--- config.mk ---
export PLATFORM = sky130hd
export DESIGN_NAME = link_power_watch
export DESIGN_NICKNAME = d
export VERILOG_FILES = /design/src/rtl/lpw_pkg.sv /design/src/rtl/lpw_idle_timer.sv /design/src/rtl/lpw_ctrl_fsm.sv /design/src/rtl/lpw_linkon_div.sv /design/src/rtl/lpw_strap.sv /design/src/rtl/link_power_watch.sv
export SDC_FILE = /design/constraint.sdc
export NUM_CORES = 1
export LEC_CHECK = 0
export BUFFER_PORTS_ARGS = -buffer_cell sky130_fd_sc_hd__buf_2
export CAP_MARGIN = 20
export CORE_ASPECT_RATIO = 1.2
export CORE_MARGIN = 10
export CORE_UTILIZATION = 54
export DETAILED_ROUTE_END_ITERATION = 12
export GPL_TIMING_DRIVEN = 0
export PLACE_DENSITY = 0.75
export SLEW_MARGIN = 15
export SYNTH_ARGS = -nofsm -noshare
export SYNTH_HDL_FRONTEND = slang
export SYNTH_SLANG_ARGS = --single-unit
--- constraint.sdc ---
create_clock -name clk -period 2.2 [get_ports clk]
set_input_delay 0.11 -clock clk [delete_from_list [all_inputs] [get_ports clk]]
set_output_delay 0.11 -clock clk [all_outputs]
set_load 0.01 [all_outputs]
--- src/rtl/lpw_pkg.sv ---
// Package lpw_pkg: shared types for the link power status monitor.
package lpw_pkg;

    // Interface control states
    typedef enum logic [1:0] {
        ST_ENABLED   = 2'd0,
        ST_RESETTING = 2'd1,
        ST_DISABLED  = 2'd2,
        ST_LINK_ON   = 2'd3
    } lpw_state_t;

endpackage

--- src/rtl/lpw_idle_timer.sv ---
// Module lpw_idle_timer: counts consecutive low samples of the link power
// status and saturates at the long threshold.
// Assumes lps_in is synchronous to clk and SHORT_THR < LONG_THR.
module lpw_idle_timer #(
    parameter int SHORT_THR = 59,
    parameter int LONG_THR  = 1229
) (
    input  logic clk,
    input  logic rst_n,
    input  logic lps_in,
    output logic short_seen,
    output logic long_hit,
    output logic lps_alive
);
    localparam int CNT_W = $clog2(LONG_THR + 1);

    logic [CNT_W-1:0] idle_cnt;

    // Restart on any high sample, otherwise count up to saturation
    always_ff @(posedge clk) begin
        if (!rst_n) begin
            idle_cnt <= '0;
        end else if (lps_in) begin
            idle_cnt <= '0;
        end else if (idle_cnt != CNT_W'(LONG_THR)) begin
            idle_cnt <= idle_cnt + 1'b1;
        end
    end

    // Threshold decode
    always_comb begin
        short_seen = (idle_cnt >= CNT_W'(SHORT_THR));
        long_hit   = (idle_cnt == CNT_W'(LONG_THR));
        lps_alive  = !short_seen;
    end

endmodule

--- src/rtl/lpw_ctrl_fsm.sv ---
// Module lpw_ctrl_fsm: decides between enabled, short reset, disabled and
// link-on. Assumes RST_CYC >= 1 and that the threshold flags come from
// lpw_idle_timer.
module lpw_ctrl_fsm
    import lpw_pkg::*;
#(
    parameter int RST_CYC = 4
) (
    input  logic       clk,
    input  logic       rst_n,
    input  logic       lps_in,
    input  logic       link_active,
    input  logic       link_on_evt,
    input  logic       short_seen,
    input  logic       long_hit,
    output lpw_state_t state
);
    localparam int RC_W = (RST_CYC > 1) ? $clog2(RST_CYC) : 1;

    lpw_state_t      state_nx;
    logic [RC_W-1:0] rst_cnt;
    logic            wake_ok;

    // The link may return only if it is powered and software allows it
    always_comb wake_ok = lps_in && link_active;

    // Next-state selection
    always_comb begin
        state_nx = state;
        case (state)
            ST_ENABLED: begin
                if (long_hit)                  state_nx = ST_DISABLED;
                else if (lps_in && short_seen) state_nx = ST_RESETTING;
            end
            ST_RESETTING: begin
                if (long_hit)                               state_nx = ST_DISABLED;
                else if (rst_cnt == RC_W'(RST_CYC - 1))     state_nx = ST_ENABLED;
            end
            ST_DISABLED: begin
                if (wake_ok)          state_nx = ST_ENABLED;
                else if (link_on_evt) state_nx = ST_LINK_ON;
            end
            ST_LINK_ON: begin
                if (wake_ok) state_nx = ST_ENABLED;
            end
            default: state_nx = ST_ENABLED;
        endcase
    end

    // State register
    always_ff @(posedge clk) begin
        if (!rst_n) state <= ST_ENABLED;
        else        state <= state_nx;
    end

    // Length of the interface reset pulse
    always_ff @(posedge clk) begin
        if (!rst_n || state != ST_RESETTING) rst_cnt <= '0;
        else                                 rst_cnt <= rst_cnt + 1'b1;
    end

endmodule

--- src/rtl/lpw_linkon_div.sv ---
// Module lpw_linkon_div: divides the system clock by 2**DIV_LOG2 while run
// is high and starts in the low half. Assumes DIV_LOG2 >= 1.
module lpw_linkon_div #(
    parameter int DIV_LOG2 = 3
) (
    input  logic clk,
    input  logic rst_n,
    input  logic run,
    output logic clk_out
);
    logic [DIV_LOG2-1:0] div_cnt;

    // Count while running and clear while stopped
    always_ff @(posedge clk) begin
        if (!rst_n || !run) div_cnt <= '0;
        else                div_cnt <= div_cnt + 1'b1;
    end

    // Output is the top bit, gated by run
    always_comb clk_out = run && div_cnt[DIV_LOG2-1];

endmodule

--- src/rtl/lpw_strap.sv ---
// Module lpw_strap: samples the shared pin as a contender strap while reset
// is asserted and turns the pin into an output afterwards.
module lpw_strap (
    input  logic clk,
    input  logic rst_n,
    input  logic pin_in,
    output logic pin_oe,
    output logic contender
);
    // Capture the strap during reset and hold it afterwards
    always_ff @(posedge clk) begin
        if (!rst_n) contender <= pin_in;
    end

    // The pin is released to the output driver after reset
    always_ff @(posedge clk) begin
        if (!rst_n) pin_oe <= 1'b0;
        else        pin_oe <= 1'b1;
    end

endmodule

--- src/rtl/link_power_watch.sv ---
// Module link_power_watch: top level of the link power status monitor.
// It joins the idle timer, the control FSM, the link-on divider and the
// strap capture. Assumes all inputs are synchronous to clk.
module link_power_watch
    import lpw_pkg::*;
#(
    parameter int SHORT_THR = 59,
    parameter int LONG_THR  = 1229,
    parameter int RST_CYC   = 4,
    parameter int DIV_LOG2  = 3
) (
    input  logic clk,
    input  logic rst_n,
    input  logic lps_in,
    input  logic link_on_evt,
    input  logic link_active,
    input  logic pin_in,
    output logic pin_out,
    output logic pin_oe,
    output logic contender_dflt,
    output logic if_enable,
    output logic if_reset,
    output logic self_id_link
);
    lpw_state_t state;
    logic       short_seen;
    logic       long_hit;
    logic       lps_alive;
    logic       div_clk;

    lpw_idle_timer #(.SHORT_THR(SHORT_THR), .LONG_THR(LONG_THR)) u_timer (
        .clk(clk), .rst_n(rst_n), .lps_in(lps_in),
        .short_seen(short_seen), .long_hit(long_hit), .lps_alive(lps_alive)
    );

    lpw_ctrl_fsm #(.RST_CYC(RST_CYC)) u_fsm (
        .clk(clk), .rst_n(rst_n), .lps_in(lps_in), .link_active(link_active),
        .link_on_evt(link_on_evt), .short_seen(short_seen),
        .long_hit(long_hit), .state(state)
    );

    lpw_linkon_div #(.DIV_LOG2(DIV_LOG2)) u_div (
        .clk(clk), .rst_n(rst_n), .run(state == ST_LINK_ON), .clk_out(div_clk)
    );

    lpw_strap u_strap (
        .clk(clk), .rst_n(rst_n), .pin_in(pin_in),
        .pin_oe(pin_oe), .contender(contender_dflt)
    );

    // Output decode
    always_comb begin
        if_enable    = (state == ST_ENABLED);
        if_reset     = (state == ST_RESETTING);
        pin_out      = div_clk;
        self_id_link = link_active && lps_alive;
    end

endmodule

Yosys cells after proc, flatten, opt, wreduce, memory -nomap -nowiden:

Cells that the tools add are included.
W data, S select, Z words.

* input bits: 6
* logic and storage cells: 43
* register bits: 20
* output and inout port bits: 6

* bitwise logic cells: 1
* multiplexer cells: 9
* add/subtract/negate cells: 3
* reductions and logical operators: 12
* magnitude comparators: 1
* eq/ne operators: 11

Operator list (number)
* $mux W2: 7
* $add A11 B1 Y11 const B: 1
* $eq A11 B11 Y1 const B: 1
* $ge A11 B6 Y1 const B: 1
* $ne A11 B11 Y1 const B: 1
* $pmux W2 S4: 1
* $eq A2 B2 Y1 const B: 3
* $ne A3 B1 Y1 const B: 2
* $logic_and A1 B1 Y1: 4
* $reduce_and A4 Y1: 1
* $add A3 B1 Y3 const B: 1
* $logic_not A1 Y1: 3
* $ne A3 B2 Y1 const B: 1
* $add A2 B1 Y2 const B: 1
* $eq A2 B1 Y1 const B: 1
* $logic_not A2 Y1: 1
* $logic_or A1 B1 Y1: 2
* $ne A2 B1 Y1 const B: 1
* $ne A2 B2 Y1 const B: 1
* $reduce_or A2 Y1: 1
* $mux W1: 1
* $not A1 Y1: 1

Logic depth before layout (Yosys ltp):

Gate-level depths: netlist (run 1).

* word-level depth: 5
* gate-level depth with buffers: 6
* mapped depth without buffers: 6

Cells and area by module:

From an unflattened synthesis (run 1), not the netlist that was laid out.

* cell total of the unflattened synthesis: 102
* area, all modules: 942.2 µm²

By module, submodules not included
* lpw_idle_timer: seq. area each 220.2 µm², cells an instance 68, area each 585.6 µm², times used 1
* lpw_ctrl_fsm: seq. area each 80.1 µm², cells an instance 17, area each 173.9 µm², times used 1
* lpw_linkon_div: seq. area each 60.1 µm², cells an instance 10, area each 106.4 µm², times used 1
* lpw_strap: seq. area each 50.0 µm², cells an instance 3, area each 53.8 µm², times used 1
* link_power_watch: seq. area each 0.0 µm², cells an instance 4, area each 22.5 µm², times used 1

Worst setup path before layout (run 1):

No wires, ideal clock.

* path type: flip-flop to flip-flop
* start point: register u_timer.idle_cnt[1]
* end point: register u_timer.idle_cnt[3]
* required time: 2.141 ns
* path slack: 0.648 ns
* setup time: 0.059 ns
* arrival: 1.493 ns
* clock period less this slack: 1.552 ns
* buffers on the path: 0
* cell stages (with the launch flop): 7
* cell sequence: dfxtp_1 inv_1 ha_1 and4bb_1 and4_4 or4_1 nand2_1

* cells in the longest elaborated chain, start to end: 1
* elaborated cells between the ends (all ways): 2
* classes of those cells: add/sub (1); eq/ne (1)

Ends and longest elaborated chain
* start: declaration: line lpw_idle_timer.sv:17 `logic [CNT_W-1:0] idle_cnt;`
* start signal: assignment: line lpw_idle_timer.sv:26 `idle_cnt <= idle_cnt + 1'b1;`
* $add A11 B1 Y11 / $ne A11 B11 Y1 (equally long branches): line lpw_idle_timer.sv:26, lpw_idle_timer.sv:25

Several ways; a longest one is shown, not always the timed one.
A chain may end at the register's enable or synchronous reset.

Final worst setup path (run 1):

* start point: register u_timer.idle_cnt[0]
* end point: output port self_id_link

* cells in the longest elaborated chain, start to end: 3

Ends and longest elaborated chain
* $ge A11 B6 Y1: line lpw_idle_timer.sv:32 `short_seen = (idle_cnt >= CNT_W'(SHORT_THR));`
* $logic_not A1 Y1: line lpw_idle_timer.sv:34 `lps_alive = !short_seen;`
* $logic_and A1 B1 Y1: line link_power_watch.sv:56 `self_id_link = link_active && lps_alive;`
* end: declaration: line link_power_watch.sv:23 `output logic self_id_link`

No other way between the ends.

==> flow_summary.toml, run 1 <==
[finish]
drive_gt1_frac = 0.127
fin_nets = 129
finish.instance_area_um2 = 1020
syn2layout_area_growth_pct = 13.8
n_antenna_cell = 0
post-route-util = 0.638

[timing]
skew_ns = 0.00695
setup_viol = 0
relSlewSlack = 0.698
fin_ws_ns = 0.399
fmax_mhz = 555
setup_tns_ns = 0
period_minus_slack_ns = 1.80
rsz0062_at_grt = "false"
post-route-period-util = 0.818
worstMarginPinSlew_ns = 0.453
drv_slew = 0
hold_violations = 0

[synthesis]
synth_area_um2 = 897
synth_flop_cell = "dfxtp_1"
synthCells = 101
yosysWarnings = 0
syn-mean-instance-area_um2 = 8.88
ys_types = 30
synth_edf_count = 1
synth-seq-area-share = 0.457
syn_nets = 111
synth.ff_latch_count = 20
async_flop_share = 0

[placement]
io_buffers = 11
gp_congestion = 0.846
placed_area_um2 = 975
dp_hpwl_mm = 1.34
place_ws_ns = 0.542

[worst_hold_path]
whs_path_depth = 4
hp-start = "link_active"
min_path_type = "in2reg"
min_to = "u_fsm.state[1]$_SDFFE_PN0P_"

[clocking]
hold_buffers = 2
ctsRootBufferMaster = "clkbuf_4"
cts_sinks = 20
cts_tree = "done"
cts_buffer_depth = 2
h-tree-depth = 1
path_clk_slew_ns = 0.11
cts-buffers-inserted = 3
cts_setup_buffers = 0
clkLatencyLatePin_ns = 0.29
cts_resized = 0

[grt]
grt_pass1_wl_mm = 2.98
gr-total-overflow = 0
grt_pass1_vias = 753
grt_start_max_net_pins = 12
grt.total_usage = 0.0971
grt_antenna_before_repair = 0

[outcome]
outcome = "completed"

[detailed_routing]
vias = 751
remaining_drc_errors = 0
ant_nets = 0
avgRoutedWirePerCell_um = 12.9
firstDrtPassIters = 4
viasPerCell = 5.52
drt-total-wl_mm = 1.76
drt_iter0_markers = 20

[run]
maxCapViolations = 0

[critical_path]
r2r-end = "u_timer.idle_cnt[3]$_SDFFE_PP0P_"
cp.required_ns = 2.09
arrival_ns = 1.69
cp-end-kind = "primary output"
cp_max_fo = 6
rrSetupSlack_ns = 0.53
r2r-start = "u_timer.idle_cnt[1]$_SDFFE_PP0P_"
critPathKind = "reg2out"
ff2ff_path_depth = 6
start_kind = "flip-flop"

[die]
core_area_um2 = 1600
die_width_um = 57.2
num_rows = 16
initial_core_util = 0.560
die_area_um2 = 3700
die_h_um = 64.7
ioPinCount = 12

[power]
vdd_ir_drop_max_uv = 451
p_leak_nw = 0.392
p_per_area_nw_per_um2 = 562
==> synthesized netlist by cell type, types with 3 or more instances <==
library cell,instances,area share
o21ai_0,3,0.017
nor3_1,5,0.028
xnor2_1,7,0.068
nor2_1,15,0.063
nand2_1,8,0.033
inv_1,7,0.029
a21oi_1,3,0.017
nand3_1,4,0.022
ha_1,4,0.056
dfxtp_1,19,0.42
==> power breakdown <==
group / internal (W) / switching [W] / total (W)
sequential: 0.000369 / 0.00000339 / 0.000372
clock: 0.0000705 / 0.000104 / 0.000174
combinational: 0.0000129 / 0.0000147 / 0.0000276
==> state kept, by name (all words and copies together), names as in the netlist <==
register and count:
u_div.div_cnt 3, u_strap.pin_oe 1, u_fsm.state 2, u_fsm.rst_cnt 2, u_strap.contender 1, u_timer.idle_cnt 11
==> per-stage QoR <==
stage | hold WS, ns | instances | power [W]
2_1_floorplan | 0.138 | 101 | 0.000393
3_3_place_gp | 0.288 | 130 | 0.000405
3_5_place_dp | 0.289 | 130 | 0.000406
4_1_cts | 0.160 | 136 | 0.000581
5_1_grt | 0.180 | 136 | 0.000604
6_report | 0.159 | 136 | 0.000574
==> placed cells by master (no fill, tap or decap), types with 4 or more instances in the layout <==
master   synthesis  layout
xnor2_1          7       7
ha_1             4       4
inv_1            7       7
buf_2            0      11
nor2_1          15      15
nand3_1          4       4
nand2_1          8       8
nor3_1           5       5
dfxtp_1         19      19
==> layout make-up <==
| type | count | area [um2] |
|---|---|---|
| clock buffer | 4 | 26.3 |
| buffer | 1 | 3.75 |
| tap | 18 | 22.5 |
| multi-input combinational | 73 | 457 |
| timing repair buffer | 13 | 75.1 |
| inverter | 7 | 26.3 |
| sequential | 20 | 410 |
| fill | 138 | 581 |
==> kinds of logic (layout without fill, tap and decap cells) <==
family	count (synthesis)	count (layout)	share of synthesized area
simple gates	47	47	0.272
flops	20	20	0.457
compound gates	14	14	0.102
buf+inv	8	25	0.0335
xor+xnor	7	7	0.0683
fa+ha+maj	4	4	0.0558
mux	1	1	0.0112
==> metal layers <==
metal  routed length (um)  GRT usage  vias up
met2                  904      0.171       11
met5                    0          0        -
li1                     -          -      388
met1                  742     0.0926      348
met4                   19     0.0618        0
met3                   91     0.0351        4
==> worst max path at each step <==
stage,startpoint,endpoint,slack [ns],cells past startpoint
2_1_floorplan,u_timer.idle_cnt[1]$_SDFFE_PP0P_,u_timer.idle_cnt[3]$_SDFFE_PP0P_,0.65,6
3_3_place_gp,u_timer.idle_cnt[1]$_SDFFE_PP0P_,u_timer.idle_cnt[3]$_SDFFE_PP0P_,0.57,6
3_5_place_dp,u_timer.idle_cnt[1]$_SDFFE_PP0P_,u_timer.idle_cnt[3]$_SDFFE_PP0P_,0.54,6
4_1_cts,u_timer.idle_cnt[0]$_SDFFE_PP0P_,self_id_link,0.40,6
5_1_grt,u_timer.idle_cnt[0]$_SDFFE_PP0P_,self_id_link,0.29,6
6_report,u_timer.idle_cnt[0]$_SDFFE_PP0P_,self_id_link,0.40,6
==> worst max-delay path, cell delays in order (launching register included) <==
cell and delay (ns):
dfxtp_1 0.45, ha_1 0.25, inv_1 0.05, o22ai_1 0.19, a41oi_1 0.14, and2_1 0.18
buf_2 0.13
Power figures use the tool's default switching activity.
==> inputs of run 2 (changes only) <==
--- a/config.mk
+++ b/config.mk
@@ -9,10 +9,10 @@
 export CAP_MARGIN = 20
 export CORE_ASPECT_RATIO = 1.2
 export CORE_MARGIN = 10
-export CORE_UTILIZATION = 54
+export CORE_UTILIZATION = 49
 export DETAILED_ROUTE_END_ITERATION = 12
 export GPL_TIMING_DRIVEN = 0
-export PLACE_DENSITY = 0.75
+export PLACE_DENSITY = 0.72
 export SLEW_MARGIN = 15
 export SYNTH_ARGS = -nofsm -noshare
 export SYNTH_HDL_FRONTEND = slang
==> constraint.sdc (replaced) <==
create_clock -name clk -period 1.5 [get_ports clk]
set_input_delay 0.075 -clock clk [delete_from_list [all_inputs] [get_ports clk]]
set_output_delay 0.075 -clock clk [all_outputs]
set_load 0.01 [all_outputs]
==> run 2 against run 1 <==
Largest power group unchanged. Register-to-register slack got worse by 0.55 ns. Clock power increased by 47%. The flow now finishes with violations (setup timing). Final area is 16% higher. Wire length increased by 24%. Die area rose by 6.8%. Flip-flop and latch count is the same. Setup slack lost 0.53 ns. Sequential power grew 47%. Final cell count increased by 5.9%. Sequential share of layout area shrank 4.2 points.
==> flow_summary.toml, run 2 (synthesis gave the netlist of run 1 again) <==
[placement]
placed_area_um2 = 976
io_buffers = 11
dp_hpwl_mm = 1.34
placed_cells = 130
gp_congestion = 0.812

[finish]
fillers = 135
top_register = "u_timer.idle_cnt"
syn2layout_area_growth_pct = 31.7
final-seq-area_um2 = 425
fin_nets = 137
largestRegisters = "u_timer.idle_cnt: 11 flops, u_div.div_cnt: 3 flops"
multi_input_area_um2 = 542
finish.instance_area_um2 = 1180
layout_common_cells = "nor2_1, dfxtp_1, buf_2"
n_antenna_cell = 0
layout_commonest_cell = "nor2_1"
largest_register_ffs = 11
final_cells = 144
drive_gt1_frac = 0.302

[detailed_routing]
viasPerCell = 5.89
vias = 848
avgRoutedWirePerCell_um = 15.2
ant_nets = 0
drt_iter0_markers = 36
remaining_drc_errors = 0
drt-total-wl_mm = 2.19
firstDrtPassIters = 5

[power]
p_per_area_nw_per_um2 = 716
clkPwrFrac = 0.303
p_seq_frac = 0.644
p_leak_nw = 0.463
switching_share = 0.217
internal_power_w = 0.000663
vdd_ir_drop_max_uv = 675
switching_power_w = 0.000183
combinationalPowerShare = 0.054

[grt]
grt_pass1_wl_mm = 3.43
grt.total_usage = 0.107
grt_start_max_net_pins = 12
grt_antenna_before_repair = 0
grt_pass1_vias = 835
gr-total-overflow = 0

[critical_path]
critPathKind = "reg2out"
cp-end-kind = "primary output"
cp.required_ns = 1.42
arrival_ns = 1.56
worst-path-buf-inv = 1
cp_top_family = "simple AND/OR/NAND/NOR gates"
cp_slowest_cell = "dfxtp_2"
cp_max_fo = 4
path_depth = 5
max_stage_delay_ns = 0.37
start_kind = "flip-flop"
crit_chain = "nor4_4, nand2_1, a41oi_2, and2_1, buf_2"
ff2ff_path_depth = 6

[timing]
drv_slew = 0
relSlewSlack = 0.654
setup_viol = 3
rsz0062_at_grt = "true"
worstMarginPinSlew_ns = 0.520
fmax_mhz = 613
skew_ns = 0.00911
hold_violations = 0
period_minus_slack_ns = 1.63
post-route-period-util = 1.09
hold_ws_ns = 0.122
setup_tns_ns = -0.166
fin_ws_ns = -0.132

[clocking]
cts-buffers-inserted = 3
cts_tree = "done"
cts_sinks = 20
path_clk_slew_ns = 0.11
ctsRootBufferMaster = "clkbuf_4"
h-tree-depth = 1
clkLatencyLatePin_ns = 0.30
cts_buffer_depth = 2

[die]
num_rows = 16
die_area_um2 = 3950
initial_core_util = 0.533
core_area_um2 = 1680
die_width_um = 59.1
ioPinCount = 12
die_h_um = 66.9

[worst_hold_path]
min_path_type = "in2reg"
whs_path_depth = 4

[run]
maxCapViolations = 0

[outcome]
violations = "setup timing"
outcome = "finished, violations left"
[run 2: cell types whose count changed in the layout (fill, tap and decap cells not counted), sizes merged]
cell,before,now
buf,11,19
[run 2: final timing paths]
check	from	endpoint	slack (ns)
worst max-delay path	u_timer.idle_cnt[8]$_SDFFE_PP0P_	self_id_link	-0.13
worst min-delay path	link_active	u_fsm.state[1]$_SDFFE_PN0P_	0.12
worst min register to register	u_div.div_cnt[0]$_SDFF_PP0_	u_div.div_cnt[0]$_SDFF_PP0_	0.42
worst max register to register	u_timer.idle_cnt[1]$_SDFFE_PP0P_	u_timer.idle_cnt[3]$_SDFFE_PP0P_	-0.02
[run 2: final cells by class]
type,instances,share of cell area
Clock buffer,4,0.0222
Buffer,1,0.00318
Multi-Input combinational cell,73,0.459
Timing Repair Buffer,21,0.114
Inverter,7,0.0222
Sequential cell,20,0.360
Tap cell,18,0.0191
[run 2: repair_timing]
action                                  CTS  global route
gates resized for setup                  14             8
endpoints found under the hold margin     2             0
pin swaps                                 9             8
endpoints found under the setup margin    4             7
buffers inserted                          6             2
hold buffers                              2             0
[run 2: tightest hold or removal path, cell delays in order]
cell	delay (ns)
buf_2	0.10
nand2_1	0.07
mux2i_1	0.07
nor2_1	0.07
[run 2: stage by stage]
step           total power, W  worst slack (ns)   util
4_1_cts              0.000851           -0.0162  0.665
5_1_grt              0.000880            -0.198  0.702
3_3_place_gp         0.000595           -0.0655  0.580
2_1_floorplan        0.000576           0.00234      -
3_5_place_dp         0.000596            -0.114  0.580
6_report             0.000846            -0.132  0.702
[run 2: layer usage]
layer	track usage	routed length, um	vias up
met3	0.0380	142	7
met1	0.109	859	400
met5	0	0	-
met4	0.0575	74	0
met2	0.187	1110	28
li1	-	-	413
[run 2: power by group through the flow]
stage | Clock (W) | Sequential [W] | Combinational [W]
after floorplan | 0 | 0.000560 | 0.0000162
after global placement | 0 | 0.000559 | 0.0000365
after detailed placement | 0 | 0.000559 | 0.0000369
after CTS | 0.000265 | 0.000544 | 0.0000428
after global routing | 0.000283 | 0.000546 | 0.0000504
final | 0.000256 | 0.000545 | 0.0000453
==> inputs of run 3 (changes only) <==
--- a/config.mk
+++ b/config.mk
@@ -5,14 +5,14 @@
 export SDC_FILE = /design/constraint.sdc
 export NUM_CORES = 1
 export LEC_CHECK = 0
-export BUFFER_PORTS_ARGS = -buffer_cell sky130_fd_sc_hd__buf_2
 export CAP_MARGIN = 20
 export CORE_ASPECT_RATIO = 1.2
 export CORE_MARGIN = 10
-export CORE_UTILIZATION = 49
+export CORE_UTILIZATION = 53
 export DETAILED_ROUTE_END_ITERATION = 12
+export DONT_BUFFER_PORTS = 1
 export GPL_TIMING_DRIVEN = 0
-export PLACE_DENSITY = 0.72
+export PLACE_DENSITY = 0.71
 export SLEW_MARGIN = 15
 export SYNTH_ARGS = -nofsm -noshare
 export SYNTH_HDL_FRONTEND = slang
==> run 3 against run 2 <==
The run ends with hold timing, setup timing left. Sequential share of layout area up 3.0 points. Final cell count down 8.3%. Non-clock buffer count down 12. Global-route usage up 0.065 points. Total power about the same. Critical path depth up 1. Clock-buffer cell count unchanged. Flip-flop and latch count unchanged. Fmax up 7.4%. Critical endpoint is now u_timer.idle_cnt[4]$_SDFFE_PP0P_.
==> flow_summary.toml, run 3 (synthesis gave the netlist of run 1 again) <==
[grt]
grt_start_max_net_pins = 12
use_met3 = 0.0370
met1_usage = 0.124
grt_antenna_before_repair = 0
grt.total_usage = 0.108
gr-total-overflow = 0
met2_usage = 0.165
grt_pass1_wl_mm = 3.26
grt_most_used_layer = "met2"
grt_pass1_vias = 695

[finish]
fillers = 127
largest_register_ffs = 11
largestRegisters = "u_timer.idle_cnt: 11 flops, u_div.div_cnt: 3 flops"
fin_nets = 125
top_register = "u_timer.idle_cnt"
syn2layout_area_growth_pct = 20.8
n_antenna_cell = 0
layout_common_cells = "nor2_1, dfxtp_1, nand2_1"
drive_gt1_frac = 0.211

[detailed_routing]
firstDrtPassIters = 4
vias = 779
remaining_drc_errors = 0
viasPerCell = 5.90
drt_iter0_markers = 18
drt-total-wl_mm = 1.98
avgRoutedWirePerCell_um = 15.0
ant_nets = 0

[die]
ioPinCount = 12
die_area_um2 = 3750
die_width_um = 57.6
initial_core_util = 0.553
core_area_um2 = 1620
num_rows = 16
die_h_um = 65.1

[critical_path]
start_kind = "flip-flop"
cp_max_fo = 4
critPathKind = "reg2reg"
max_stage_delay_ns = 0.39
arrival_ns = 1.76
cp.required_ns = 1.74
crit_chain = "inv_2, ha_1, and4bb_1, and4_4, or3_1, a21oi_2"
cp_slowest_cell = "dfxtp_4"
cp-end-kind = "flip-flop"

[timing]
hold_ws_ns = -0.00487
rsz0062_at_grt = "true"
setup_tns_ns = -0.0207
worstMarginPinSlew_ns = 0.504
period_minus_slack_ns = 1.52
setup_viol = 2
drv_slew = 0
fmax_mhz = 658
fin_ws_ns = -0.0203
post-route-period-util = 1.01
hold_violations = 1
relSlewSlack = 0.664
skew_ns = 0.00906

[worst_hold_path]
min_path_type = "in2reg"

[placement]
io_buffers = 0
gp_congestion = 0.891
dp_hpwl_mm = 1.26

[run]
maxCapViolations = 0

[clocking]
ctsRootBufferMaster = "clkbuf_4"
cts_sinks = 20
cts-buffers-inserted = 3
cts_buffer_depth = 2
path_clk_slew_ns = 0.11
clkLatencyLatePin_ns = 0.31
cts_tree = "done"
h-tree-depth = 1

[power]
p_leak_nw = 0.392
p_per_area_nw_per_um2 = 781
vdd_ir_drop_max_uv = 463

[outcome]
violations = "hold timing, setup timing"
outcome = "finished, violations left"
==> run 3: critical path, delay by kind of cell, from the launching register on <==
kind / cells / cell delay [ns]
adders and majority gates: 1 / 0.16
buffers and inverters: 1 / 0.03
AOI/OAI and AO/OA: 1 / 0.12
and+or+nand+nor: 3 / 0.75
DFF: 1 / 0.39
==> run 3: metrics by stage <==
| stage | instance area (um2) | worst slack, ns | std cells | utilization | power [W] |
|---|---|---|---|---|---|
| 2_1_floorplan | 898 | 0.00234 | 101 | - | 0.000576 |
| 3_3_place_gp | 921 | -0.0515 | 119 | 0.568 | 0.000582 |
| 3_5_place_dp | 921 | -0.0758 | 119 | 0.568 | 0.000582 |
| 4_1_cts | 1050 | 0.00383 | 130 | 0.647 | 0.000844 |
| 5_1_grt | 1080 | -0.0590 | 132 | 0.668 | 0.000879 |
| 6_report | 1080 | -0.0203 | 132 | 0.668 | 0.000846 |
==> run 3: layout make-up <==
type	count	area (um2)	share of cell area
Buffer	1	3.75	0.00346
Multi-Input combinational cell	73	507	0.468
Sequential cell	20	423	0.390
Timing Repair Buffer	9	75.1	0.0693
Clock buffer	4	26.3	0.0242
Tap cell	18	22.5	0.0208
Inverter	7	26.3	0.0242
==> run 3: path summary, 6_finish.rpt <==
check | from | end | slack (ns) | depth (start not counted)
setup / recovery | u_timer.idle_cnt[1]$_SDFFE_PP0P_ | u_timer.idle_cnt[4]$_SDFFE_PP0P_ | -0.02 | 6
hold / removal | link_active | u_fsm.state[1]$_SDFFE_PN0P_ | -0.005 | 3
setup reg to reg | u_timer.idle_cnt[1]$_SDFFE_PP0P_ | u_timer.idle_cnt[4]$_SDFFE_PP0P_ | -0.02 | 6
hold reg to reg | u_div.div_cnt[0]$_SDFF_PP0_ | u_div.div_cnt[0]$_SDFF_PP0_ | 0.43 | 1
==> run 3: report_power, final <==
part	internal [W]	switching (W)
Clock	0.000104	0.000160
Sequential	0.000538	0.00000819
Combinational	0.0000182	0.0000180
==> run 3: layer usage <==
layer  vias to the layer above  share of wire
li1                        386              -
met1                       370           0.43
met2                        18           0.47
met3                         5          0.070
met4                         0          0.026
met5                         -              0
==> run 3: repair_timing <==
action,in CTS,in global routing
hold endpoints to repair,10,0
pin swaps,3,5
setup buffers,4,2
hold buffers,3,0
endpoints found under the setup margin,6,6
gates cloned,0,0
resized for setup,11,6
